$ cat config.mk
export PLATFORM = sky130hd
export DESIGN_NAME = vsync_commit
export DESIGN_NICKNAME = d
export VERILOG_FILES = /design/src/rtl/vsc_pkg.sv /design/src/rtl/vsc_blank_meter.sv /design/src/rtl/vsc_commit_ctrl.sv /design/src/rtl/vsc_active_bank.sv /design/src/rtl/vsync_commit.sv
export SDC_FILE = /design/constraint.sdc
export NUM_CORES = 1
export LEC_CHECK = 0
export ABC_AREA = 1
export BUFFER_PORTS_ARGS = -buffer_cell sky130_fd_sc_hd__buf_2
export CAP_MARGIN = 10
export CORE_MARGIN = 2
export CORE_UTILIZATION = 30
export DETAILED_ROUTE_END_ITERATION = 10
export GPL_ROUTABILITY_DRIVEN = 0
export SYNTH_ARGS = -nofsm -noshare
export SYNTH_HDL_FRONTEND = slang
export SYNTH_SLANG_ARGS = --single-unit
$ cat constraint.sdc
create_clock -name clk -period 2.2 [get_ports clk]
set_input_delay 0.44 -clock clk [delete_from_list [all_inputs] [get_ports clk]]
set_output_delay 0.44 -clock clk [all_outputs]
set_load 0.01 [all_outputs]
$ cat src/rtl/vsc_pkg.sv
package vsc_pkg;

    // default vertical-blank qualifier: 300 us at 125 MHz
    localparam int unsigned SYS_CLK_MHZ       = 125;
    localparam int unsigned VB_MIN_US         = 300;
    localparam int unsigned VB_DEFAULT_CYCLES = SYS_CLK_MHZ * VB_MIN_US;

    typedef enum logic {
        MODE_SYNC = 1'b0,
        MODE_THRU = 1'b1
    } commit_mode_e;

    typedef struct packed {
        logic load;    // copy holding bus into active bank this edge
        logic strobe;  // this load came through the synchronised path
    } commit_t;

    function automatic commit_mode_e mode_of(input logic refresh_off);
        return refresh_off ? MODE_THRU : MODE_SYNC;
    endfunction

endpackage

$ cat src/rtl/vsc_blank_meter.sv
module vsc_blank_meter #(
    parameter int unsigned MIN_CYC = vsc_pkg::VB_DEFAULT_CYCLES
) (
    input  logic clk,
    input  logic rst,
    input  logic blank_in,
    output logic vb_hit
);
    localparam int unsigned CW = $clog2(MIN_CYC + 1);
    localparam logic [CW-1:0] SAT  = CW'(MIN_CYC);
    localparam logic [CW-1:0] LAST = CW'(MIN_CYC - 1);

    logic [CW-1:0] run_len;

    // run length of consecutive high samples, saturating at the threshold
    always_ff @(posedge clk) begin
        if (rst) begin
            run_len <= '0;
        end else if (!blank_in) begin
            run_len <= '0;
        end else if (run_len != SAT) begin
            run_len <= run_len + 1'b1;
        end
    end

    // true on the edge that completes the MIN_CYC-th high sample
    assign vb_hit = blank_in && (run_len == LAST);

endmodule

$ cat src/rtl/vsc_commit_ctrl.sv
module vsc_commit_ctrl
    import vsc_pkg::*;
(
    input  logic    clk,
    input  logic    rst,
    input  logic    vb_hit,
    input  logic    bus_busy,
    input  logic    refresh_off,
    output commit_t ctl,
    output logic    refresh_pulse
);
    commit_mode_e mode;
    logic         sync_go;

    assign mode    = mode_of(refresh_off);
    assign sync_go = (mode == MODE_SYNC) && vb_hit && !bus_busy;

    always_comb begin
        ctl.strobe = sync_go;
        ctl.load   = sync_go || (mode == MODE_THRU);
    end

    always_ff @(posedge clk) begin
        if (rst) begin
            refresh_pulse <= 1'b0;
        end else begin
            refresh_pulse <= ctl.strobe;
        end
    end

endmodule

$ cat src/rtl/vsc_active_bank.sv
module vsc_active_bank #(
    parameter int unsigned NUM_REGS = 11,
    parameter int unsigned REG_W    = 8
) (
    input  logic                      clk,
    input  logic                      rst,
    input  logic                      load,
    input  logic [NUM_REGS*REG_W-1:0] hold_bus,
    output logic [NUM_REGS*REG_W-1:0] active_bus
);
    for (genvar i = 0; i < NUM_REGS; i++) begin : g_reg
        logic [REG_W-1:0] val;
        always_ff @(posedge clk) begin
            if (rst) begin
                val <= '0;
            end else if (load) begin
                val <= hold_bus[i*REG_W +: REG_W];
            end
        end
        assign active_bus[i*REG_W +: REG_W] = val;
    end

endmodule

$ cat src/rtl/vsync_commit.sv
module vsync_commit
    import vsc_pkg::*;
#(
    parameter int unsigned NUM_REGS      = 11,
    parameter int unsigned REG_W         = 8,
    parameter int unsigned VB_MIN_CYCLES = VB_DEFAULT_CYCLES
) (
    input  logic                      clk,
    input  logic                      rst,
    input  logic [NUM_REGS*REG_W-1:0] hold_bus,
    input  logic                      bus_busy,
    input  logic                      blank_in,
    input  logic                      refresh_off,
    output logic [NUM_REGS*REG_W-1:0] active_bus,
    output logic                      refresh_pulse
);
    logic    vb_hit;
    commit_t ctl;

    vsc_blank_meter #(.MIN_CYC(VB_MIN_CYCLES)) u_meter (
        .clk      (clk),
        .rst      (rst),
        .blank_in (blank_in),
        .vb_hit   (vb_hit)
    );

    vsc_commit_ctrl u_ctrl (
        .clk           (clk),
        .rst           (rst),
        .vb_hit        (vb_hit),
        .bus_busy      (bus_busy),
        .refresh_off   (refresh_off),
        .ctl           (ctl),
        .refresh_pulse (refresh_pulse)
    );

    vsc_active_bank #(.NUM_REGS(NUM_REGS), .REG_W(REG_W)) u_bank (
        .clk        (clk),
        .rst        (rst),
        .load       (ctl.load),
        .hold_bus   (hold_bus),
        .active_bus (active_bus)
    );

endmodule

==> reports/results.tsv, run 1 <==
metric	value	unit
status	complete, no violations	
vias in the first global route	4139	
Cell Count, Final, Fillers Out	1088	
top-level I/O count	182	
worst rel slew slack	65.5	%
worst-path cell chain	ha_1 > nand2_1 > inv_1 > nand3_1 > nor2_1 > nand2_8 > buf_12 > a21oi_1 > nor2_1	
max_cap viols	0	
CTS tree	done	
LEAKAGE	3.32	nW
Avg Inst Size Synth	7.15	sq um
Row Count	47	
Final Power	0.00434	W
final setup vio count	0	
syn_nets	800	
die area	0.0178	sq mm
Hold Violations, Final	0	
nets@finish	958	
Pre-antenna DRT Iters	4	
H-tree Lvls	3	
minimum clock period	1.81	ns
CP most frequent cell	nor2_1	
largest area contributor in the netlist	dfxtp_1	
dpl cells	1072	
initial antenna violation count	0	
vias per cell	4.29	
Resized cells post-CTS	0	
Critical Path AT	2.07	ns
initial DRC count	180	
Clock Latency Late Sink	0.35	ns
first-pass GRT wire length	20000	microns
clk slew on worst S/H paths	0.08	ns
clk sinks	105	
gr ovfl total	0	
clock skew	0.0124	ns
WHS	0.269	ns
CTS root buf	clkbuf_16	
setup bufs post-CTS	0	
Final Cycle Share	82.4	%
Post-DP HPWL	8730	microns
Distinct cells, synth	25	
clock buffer depth	2	
WP data required	2.45	ns
area share of the largest cell type after synthesis	41.7	%
Global Route Usage Sum	13.9	%
Pwr Density	679	mW/mm^2
Setup crit end kind	flop	
Yosys Warn Count	0	
Final Max Tran Viols	0	
f_max	552	MHz
Synth area leaders	dfxtp_1 (42%), nand3_2 (9.9%), a21oi_1 (9.1%)	
Post-Route WL	12600	microns
Synth Instances	705	
Worst Tran Pin Value	0.518	ns
layout cells sized above 1	30.6	%
Seq/Total Area, Yosys	41.7	%
Antenna Cells	0	
Post-CTS Hold Buffers	0	
met2 GRT Util	22.1	%
Synth Register Bits	105	
Fillers	1783	
Port Buf Inserts	181	
synthesis-to-finish area growth	27.0	%
RSZ-0062 raised after global routing	no	
wire length per cell	11.6	microns
CORE AREA	0.0165	sq mm
crit-path max FO	82	
largest net degree at the start of global routing	96	
Die H	134	microns
CTS buffer count	9	
critical path type	flop to flop	
DRT antenna net count	0	
met1 global-route usage	17.5	%
met3 usage	3.88	%
Setup TNS Final	0	ns
VDD IR max	354	uV
HP Class	input port to flop	
DRC violations left	0	
global route hottest layer	met2	
slowest CP cell	dfxtp_1	
Worst Setup Start Kind	flop	
mapped cell area	0.00504	sq mm
CP peak stage delay	0.38	ns
Initial Util	30.5	%
routed vias	4668	
Die X-Extent	134	microns
## kinds of logic after synthesis
group	after synthesis	synth area share [%]
simple gates	338	33.1
flops	105	41.7
compound gates	99	9.96
xor+xnor	6	1.04
buf+inv	155	13.7
fa+ha+maj	2	0.497
## metrics by stage
step,setup WS (ns),utilization (%),instance area [sq um]
floorplan,0.712,-,5040
global placement,0.410,36.9,6100
detailed placement,0.395,36.9,6100
CTS,0.398,38.7,6400
global route,0.224,38.7,6400
finish,0.387,38.7,6400
## worst paths after layout
kind / startpoint / end / slack [ns] / cells after the start
hold / removal: rst / u_ctrl.refresh_pulse / 0.27 / 2
hold reg to reg: u_meter.run_len[11] / u_meter.run_len[11] / 0.47 / 2
setup reg to reg: u_meter.run_len[1] / u_bank.g_reg[7].val[2] / 0.39 / 9
setup / recovery: u_meter.run_len[1] / u_bank.g_reg[7].val[2] / 0.39 / 9
## worst max-delay path, delay by kind of cell (launching register included)
family / cells / cell delay (ns)
adder cells (fa/ha/maj): 1 / 0.22
flip-flops: 1 / 0.38
buffers and inverters: 2 / 0.28
AO/OA/AOI/OAI: 1 / 0.20
AND/OR/NAND/NOR: 5 / 0.57
## power breakdown
part / leakage [nW] / internal [W] / switching (W)
logic: 2.31 / 0.000286 / 0.000352
clock network: 0.142 / 0.000852 / 0.000785
registers: 0.870 / 0.00202 / 0.0000528
## layout by cell type (no fill, tap or decap)
master      instances
xor2_1              5
nand2_1           111
nor3_1              5
ha_1                2
inv_2               2
buf_2             181
a31oi_1             1
buf_12              4
xnor2_1             1
clkbuf_8            2
nand2_8             1
nand4_1             5
o21bai_1            1
a211oi_1            1
clkbuf_16           9
nor2_2              2
dfxtp_1           105
a21oi_1            92
inv_6               2
nand3_1            46
o21ai_0             4
nor2_1            118
buf_4               9
clkinvlp_4          2
inv_1             105
nand3_2            50
inv_8               2
## synth_stat cells, drive strengths merged
cell    count
a31oi       1
clkinv      1
dfxtp     105
nand3      96
inv       107
nor3        5
o21bai      1
xnor2       1
buf        26
a21oi      92
xor2        5
nand4       5
a211oi      1
ha          2
clkbuf     21
nand2     112
o21ai       4
nor2      120
## layer usage
metal | wire [microns] | up-vias
met5 | 0 | -
met4 | 326 | 0
met3 | 747 | 19
met2 | 5700 | 126
met1 | 5810 | 2004
li1 | - | 2519
## sequential cells by signal, indices dropped and copies added (netlist names)
name / count
u_bank.g.val: 88
u_ctrl.refresh_pulse: 1
u_meter.run_len: 16
## layout make-up
cell class	instances	area, sq um	share of cell area (%)
multi-input combinational	445	2260	35.3
sequential	105	2100	32.9
timing repair buffer	194	1050	16.5
inverter	108	410	6.41
tap	220	275	4.30
clock buffer	11	253	3.95
clock inverter	5	46.3	0.724
(Power assumes the default switching activity.)
==> inputs of run 2 (changes only) <==
--- a/config.mk
+++ b/config.mk
@@ -5,7 +5,7 @@
 export SDC_FILE = /design/constraint.sdc
 export NUM_CORES = 1
 export LEC_CHECK = 0
-export ABC_AREA = 1
+export ABC_AREA = 0
 export BUFFER_PORTS_ARGS = -buffer_cell sky130_fd_sc_hd__buf_2
 export CAP_MARGIN = 10
 export CORE_MARGIN = 2
==> constraint.sdc (replaced) <==
create_clock -name clk -period 1.8 [get_ports clk]
set_input_delay 0.36 -clock clk [delete_from_list [all_inputs] [get_ports clk]]
set_output_delay 0.36 -clock clk [all_outputs]
set_load 0.01 [all_outputs]
==> run 2 against run 1 <==
Combinational power up 66%. Cell area rose by 22%. Die area increased by 20%. Wire length is 38% higher. Flip-flop and latch count is the same. Clock skew is 0.0047 ns lower. Critical path depth is 5 lower. The run now ends with negative setup slack left. Fmax shrank 12%. Setup slack lost 0.66 ns. Count of clock-buffer cells in the layout did not move. Synthesized cell count grew 1.1%. Final cell count rose by 4.1%.
==> reports/results.tsv, run 2 <==
metric	value	unit	change
HP Class	input port to flop		
mapped cell area	0.00610	sq mm	+21%
Post-synth EDFFs	0		unchanged
DRT antenna net count	0		unchanged
initial antenna violation count	1		+1
critical path type	flop to flop		
top-count cell post-synth	nand2_1		
Worst Setup Start Kind	flop		
most frequent cells in the layout	buf_2 (179), nand2_1 (172), dfxtp_1 (103)		
Fillers	2034		+14%
f_max	483	MHz	-12%
top-level I/O count	182		unchanged
Antenna Cells	0		unchanged
DRC violations left	0		unchanged
clock buffer depth	2		unchanged
vias per cell	5.44		+27%
Avg Inst Size Synth	8.55	sq um	+20%
met3 usage	3.84	%	-0.038 points
vias in the first global route	5499		+33%
Initial Util	30.3	%	-0.16 points
top flop regs	u_bank.g.val x88, u_meter.run_len x16, u_ctrl.refresh_pulse x1		
ys flop type	dfxtp_1		
Setup crit end kind	flop		
Final Max Tran Viols	0		unchanged
largest area contributor in the netlist	dfxtp_1		
synthesis-to-finish area growth	28.3	%	
CTS tree	done		
Row Count	52		+11%
nets@finish	953		-0.52%
Hold Violations, Final	0		unchanged
CTS root buf	clkbuf_16		
Post-Route WL	17300	microns	+38%
largest net degree at the start of global routing	111		+16%
WP data required	2.05	ns	-0.40 ns
CTS buffer count	9		unchanged
H-tree Lvls	3		unchanged
Clock Latency Late Sink	0.35	ns	about the same
CP peak stage delay	0.53	ns	+0.15 ns
clock skew	0.00773	ns	-0.00468 ns
Seq/Total Area, Yosys	34.5	%	-7.2 points
number of flip-flops in the largest register	88		unchanged
first-pass GRT wire length	28300	microns	+41%
VDD IR max	420	uV	+19%
met1 global-route usage	22.3	%	+4.9 points
Yosys Warn Count	0		unchanged
Critical Path AT	2.32	ns	+0.25 ns
routed vias	6168		+32%
Global Route Usage Sum	15.8	%	+1.9 points
Pre-antenna DRT Iters	4		unchanged
syn_nets	808		+1.0%
area share of the largest cell type after synthesis	34.5	%	-7.2 points
initial DRC count	376		+110%
Die X-Extent	147	microns	+9.7%
most common cell after layout, fill and taps aside	buf_2		
failing checks	negative setup slack		
Pwr Density	765	mW/mm^2	+13%
Post-DP HPWL	11100	microns	+27%
worst-path cell chain	or4b_4 > or4_4 > buf_12 > o311ai_0		
Synth Instances	713		+1.1%
setup slack after layout	-0.272	ns	-0.659 ns
Post-CTS Hold Buffers	0		unchanged
status	finished, violations left		
clk sinks	105		unchanged
Synth area leaders	dfxtp_1 (34%), a32oi_1 (13%), nor3b_1 (11%)		
LEAKAGE	2.92	nW	-12%
gr ovfl total	0		unchanged
Distinct cells, synth	40		+60%
Die H	147	microns	+9.7%
crit-path max FO	62		-24%
final setup vio count	91		+91
Setup TNS Final	-18.39	ns	-18.39 ns
max_cap viols	0		unchanged
fraction of registers with async set/reset	0	%	unchanged
placed cell areas	0.00737	sq mm	+21%
CORE AREA	0.0201	sq mm	+22%
Port Buf Inserts	181		unchanged
clk slew on worst S/H paths	0.08	ns	about the same
minimum clock period	2.07	ns	+0.259 ns
Synth Register Bits	105		unchanged
slowest CP cell	or4b_4		
Final Cycle Share	115	%	+33 points
Worst Tran Pin Value	0.534	ns	+0.0159 ns
Top reg by flops	u_bank.g.val		
wire length per cell	15.3	microns	+32%
RSZ-0062 raised after global routing	yes		
die area	0.0215	sq mm	+20%
global route hottest layer	met2		
fin area	0.00782	sq mm	+22%
Synth top cells by count	nand2_1 (172), dfxtp_1 (105), a32oi_1 (88), nor3b_1 (88), clkbuf_1 (73)		
worst rel slew slack	64.4	%	-1.1 points
met2 GRT Util	23.4	%	+1.3 points
layout cells sized above 1	34.1	%	+3.4 points
[run 2: changes by cell type after synthesis, sizes merged, moves of 8 or more]
cell / change
nand3: -91
nand2: +72
nor3b: +88
o311ai: +88
inv: -105
nor2: -112
buf: -8
clkbuf: +53
a21oi: -87
a32oi: +88
[run 2: layout make-up]
| cell class | count | area (sq um) | area share, % |
|---|---|---|---|
| clock inverter | 5 | 103 | 1.31 |
| multi-input combinational | 513 | 3620 | 46.3 |
| inverter | 3 | 13.8 | 0.176 |
| tap | 270 | 338 | 4.32 |
| clock buffer | 11 | 243 | 3.10 |
| timing repair buffer | 226 | 1400 | 17.9 |
| sequential | 105 | 2100 | 26.9 |
[run 2: where the power goes]
part	internal, W	switching [W]
registers	0.00251	0.0000757
logic	0.000499	0.000562
clock network	0.00140	0.000938
[run 2: kinds of logic (layout without fill, tap and decap cells)]
family                   Yosys count  after routing  synth area share (%)
AND/OR/NAND/NOR                  312            312                  26.8
AO/OA/AOI/OAI                    191            191                  30.1
flip-flops                       105            105                  34.5
buffers and inverters             95            245                  7.08
XOR/XNOR                           7              7                  1.01
adder cells (fa/ha/maj)            2              2                 0.410
multiplexers                       1              1                 0.164
[run 2: timing repair]
item                                    in CTS  in global routing
cloned                                       1                  0
endpoints found under the setup margin      92                 93
resized for setup                            7                 10
buffers inserted                             2                  0
pin swaps                                    0                  0
[run 2: stage by stage]
step / instances / hold WS, ns / setup slack [ns] / utilization (%) / total power (W)
final: 1133 / 0.269 / -0.272 / 38.9 / 0.00598
after global routing: 1133 / 0.265 / -0.317 / 38.9 / 0.00627
after CTS: 1133 / 0.251 / -0.274 / 38.7 / 0.00607
after detailed placement: 1114 / 0.514 / -0.310 / 36.7 / 0.00370
after global placement: 1114 / 0.505 / -0.232 / 36.7 / 0.00368
after floorplan: 713 / 0.458 / -0.283 / - / 0.00325
[run 2: worst max-delay path, delay by kind of cell (launching register included)]
| kind | cells | cell delay, ns |
|---|---|---|
| flip-flops | 1 | 0.32 |
| AND/OR/NAND/NOR | 2 | 1.05 |
| buffers and inverters | 1 | 0.22 |
| AO/OA/AOI/OAI | 1 | 0.33 |
[run 2: per-layer routing]
metal  vias to the layer above  wire (microns)  part of all wire (%)
met3                        14            1220                   7.0
met1                      2911            8200                    47
met5                         -               0                     0
li1                       3054               -                     -
met2                       189            7620                    44
met4                         0             283                   1.6
[run 2: path summary, 6_finish.rpt]
check                                          from  slack, ns  depth (start not counted)                      to
worst min register to register  u_meter.run_len[15]       0.53                          2     u_meter.run_len[15]
worst max register to register   u_meter.run_len[7]      -0.27                          4  u_bank.g_reg[1].val[6]
worst min-delay path                   hold_bus[45]       0.27                          3  u_bank.g_reg[5].val[5]
worst max-delay path             u_meter.run_len[7]      -0.27                          4  u_bank.g_reg[1].val[6]
==> inputs of run 3 (changes only) <==
==> constraint.sdc (replaced) <==
create_clock -name clk -period 1.8 [get_ports clk]
set_input_delay 0.18 -clock clk [delete_from_list [all_inputs] [get_ports clk]]
set_output_delay 0.18 -clock clk [all_outputs]
set_load 0.01 [all_outputs]
==> run 3 against run 2 <==
The run still ends with negative setup slack left. Wire length fell by 1.3%. Critical path depth stayed put. First-iteration DRC count is 21% lower. Worst hold slack got worse by 0.18 ns. Final cell count fell by 0.44%. Count of clock-buffer cells in the layout shrank 2. Non-clock buffer count shrank 5. Power down 2.8%. Sequential share of layout area up 0.20 points. Cell area is 0.72% lower. Critical path type unchanged.
==> reports/results.tsv, run 3 (synthesis results as in run 2) <==
metric	value	unit	change
Clock Latency Late Sink	0.35	ns	about the same
worst rel slew slack	68.8	%	+4.4 points
Hold Violations, Final	0		unchanged
max_cap viols	0		unchanged
CTS tree	done		
reg-to-reg critical path endpoint	u_bank.g_reg[5].val[1]		
die area	0.0215	sq mm	unchanged
number of flip-flops in the largest register	88		unchanged
initial antenna violation count	0		-1
Final Max Tran Viols	0		unchanged
Critical Path Sink	u_bank.g_reg[5].val[1]		
Setup TNS Final	-16.39	ns	+2.00 ns
Worst Setup Start Kind	flop		
routed vias	6142		-0.42%
critical path type	flop to flop		
fin area	0.00776	sq mm	-0.72%
Post-Route WL	17100	microns	-1.3%
CTS buffer count	9		unchanged
Global Route Usage Sum	15.4	%	-0.43 points
first-pass GRT wire length	27300	microns	-3.5%
final setup vio count	89		-2.2%
wire length per cell	15.2	microns	-0.90%
top flop regs	u_bank.g.val x88, u_meter.run_len x16, u_ctrl.refresh_pulse x1		
RSZ-0062 raised after global routing	yes		
CORE AREA	0.0201	sq mm	unchanged
Die X-Extent	147	microns	unchanged
minimum clock period	2.06	ns	-0.0124 ns
Pwr Density	749	mW/mm^2	-2.1%
failing checks	negative setup slack		
vias per cell	5.45		about the same
Fillers	2068		+1.7%
Port Buf Inserts	181		unchanged
hold path depth	3		unchanged
Die H	147	microns	unchanged
clock skew	0.0102	ns	+0.00243 ns
initial DRC count	298		-21%
crit-path max FO	70		+13%
top-level I/O count	182		unchanged
VDD IR max	431	uV	+2.7%
Top reg by flops	u_bank.g.val		
Post-DP HPWL	10800	microns	-2.7%
Pre-antenna DRT Iters	4		unchanged
LEAKAGE	2.88	nW	-1.5%
H-tree Lvls	3		unchanged
clock buffer depth	2		unchanged
DRT antenna net count	0		unchanged
Antenna Cells	0		unchanged
vias in the first global route	5259		-4.4%
most frequent cells in the layout	buf_2 (179), nand2_1 (172), dfxtp_1 (103)		
largest net degree at the start of global routing	93		-16%
status	finished, violations left		
nets@finish	948		-0.52%
DRC violations left	0		unchanged
R2R setup slack	-0.26	ns	about the same
clk slew on worst S/H paths	0.07	ns	about the same
Initial Util	30.3	%	unchanged
WP data required	2.05	ns	about the same
f_max	486	MHz	+0.60%
Cell Count, Final, Fillers Out	1128		-0.44%
gr ovfl total	0		unchanged
layout cells sized above 1	34.6	%	+0.55 points
Critical Path AT	2.31	ns	about the same
Final Cycle Share	114	%	-0.69 points
HP Class	input port to flop		
placed cell areas	0.00734	sq mm	-0.37%
Row Count	52		unchanged
CTS root buf	clkbuf_16		
clk sinks	105		unchanged
reg-to-reg critical path startpoint	u_meter.run_len[7]		
setup slack after layout	-0.259	ns	+0.0124 ns
Worst Tran Pin Value	0.468	ns	-0.0655 ns
dpl cells	1112		-0.18%
most common cell after layout, fill and taps aside	buf_2		
synthesis-to-finish area growth	27.4	%	
Setup crit end kind	flop		
FF-to-FF path depth	4		unchanged
Worst Setup SP	u_meter.run_len[7]		
run 3: power by group:
part	total (W)	leakage, nW	switching (W)	internal, W
Clock	0.00217	0.152	0.000946	0.00122
Sequential	0.00258	0.869	0.0000739	0.00251
Combinational	0.00107	1.86	0.000565	0.000501
run 3: critical path: stages, from the launching register on:
cell      delay, ns
dfxtp_2        0.32
or4b_4         0.53
or4_4          0.49
buf_12         0.24
o311ai_0       0.34
run 3: timing repair:
| action | CTS | global route |
|---|---|---|
| cloned | 0 | 0 |
| hold buffers | 0 | 0 |
| pin swaps | 1 | 0 |
| gates resized for setup | 4 | 19 |
| endpoints found under the setup margin | 91 | 93 |
| setup buffers | 0 | 0 |
run 3: final cells by class:
type                            count  area (sq um)  share of cell area, %
Multi-Input combinational cell    513          3670                   47.3
Clock buffer                        9           225                   2.90
Inverter                            3          13.8                  0.177
Tap cell                          270           338                   4.35
Clock inverter                      7          93.8                   1.21
Sequential cell                   105          2100                   27.1
Timing Repair Buffer              221          1320                   16.9
run 3: per-stage QoR:
step	utilization [%]	hold WS, ns	total power [W]	worst slack, ns
floorplan	-	0.342	0.00325	-0.283
global placement	36.5	0.448	0.00367	-0.201
detailed placement	36.5	0.455	0.00369	-0.263
CTS	38.2	0.0714	0.00590	-0.256
global route	38.6	0.0853	0.00613	-0.310
finish	38.6	0.0938	0.00582	-0.259
run 3: how the worst min path moves through the flow:
stage / from / slack [ns] / end
floorplan: hold_bus[1] / 0.34 / u_bank.g_reg[0].val[1]
global placement: hold_bus[71] / 0.45 / u_bank.g_reg[8].val[7]
detailed placement: hold_bus[49] / 0.46 / u_bank.g_reg[6].val[1]
CTS: hold_bus[59] / 0.07 / u_bank.g_reg[7].val[3]
global route: hold_bus[60] / 0.09 / u_bank.g_reg[7].val[4]
finish: hold_bus[1] / 0.09 / u_bank.g_reg[0].val[1]
run 3: per-layer routing:
layer | vias to the layer above | GRT usage (%) | share of wire (%)
met2 | 168 | 22.9 | 45
li1 | 3041 | - | -
met3 | 9 | 5.13 | 6.9
met4 | 0 | 3.06 | 0.90
met5 | - | 0 | 0
met1 | 2924 | 21.7 | 47
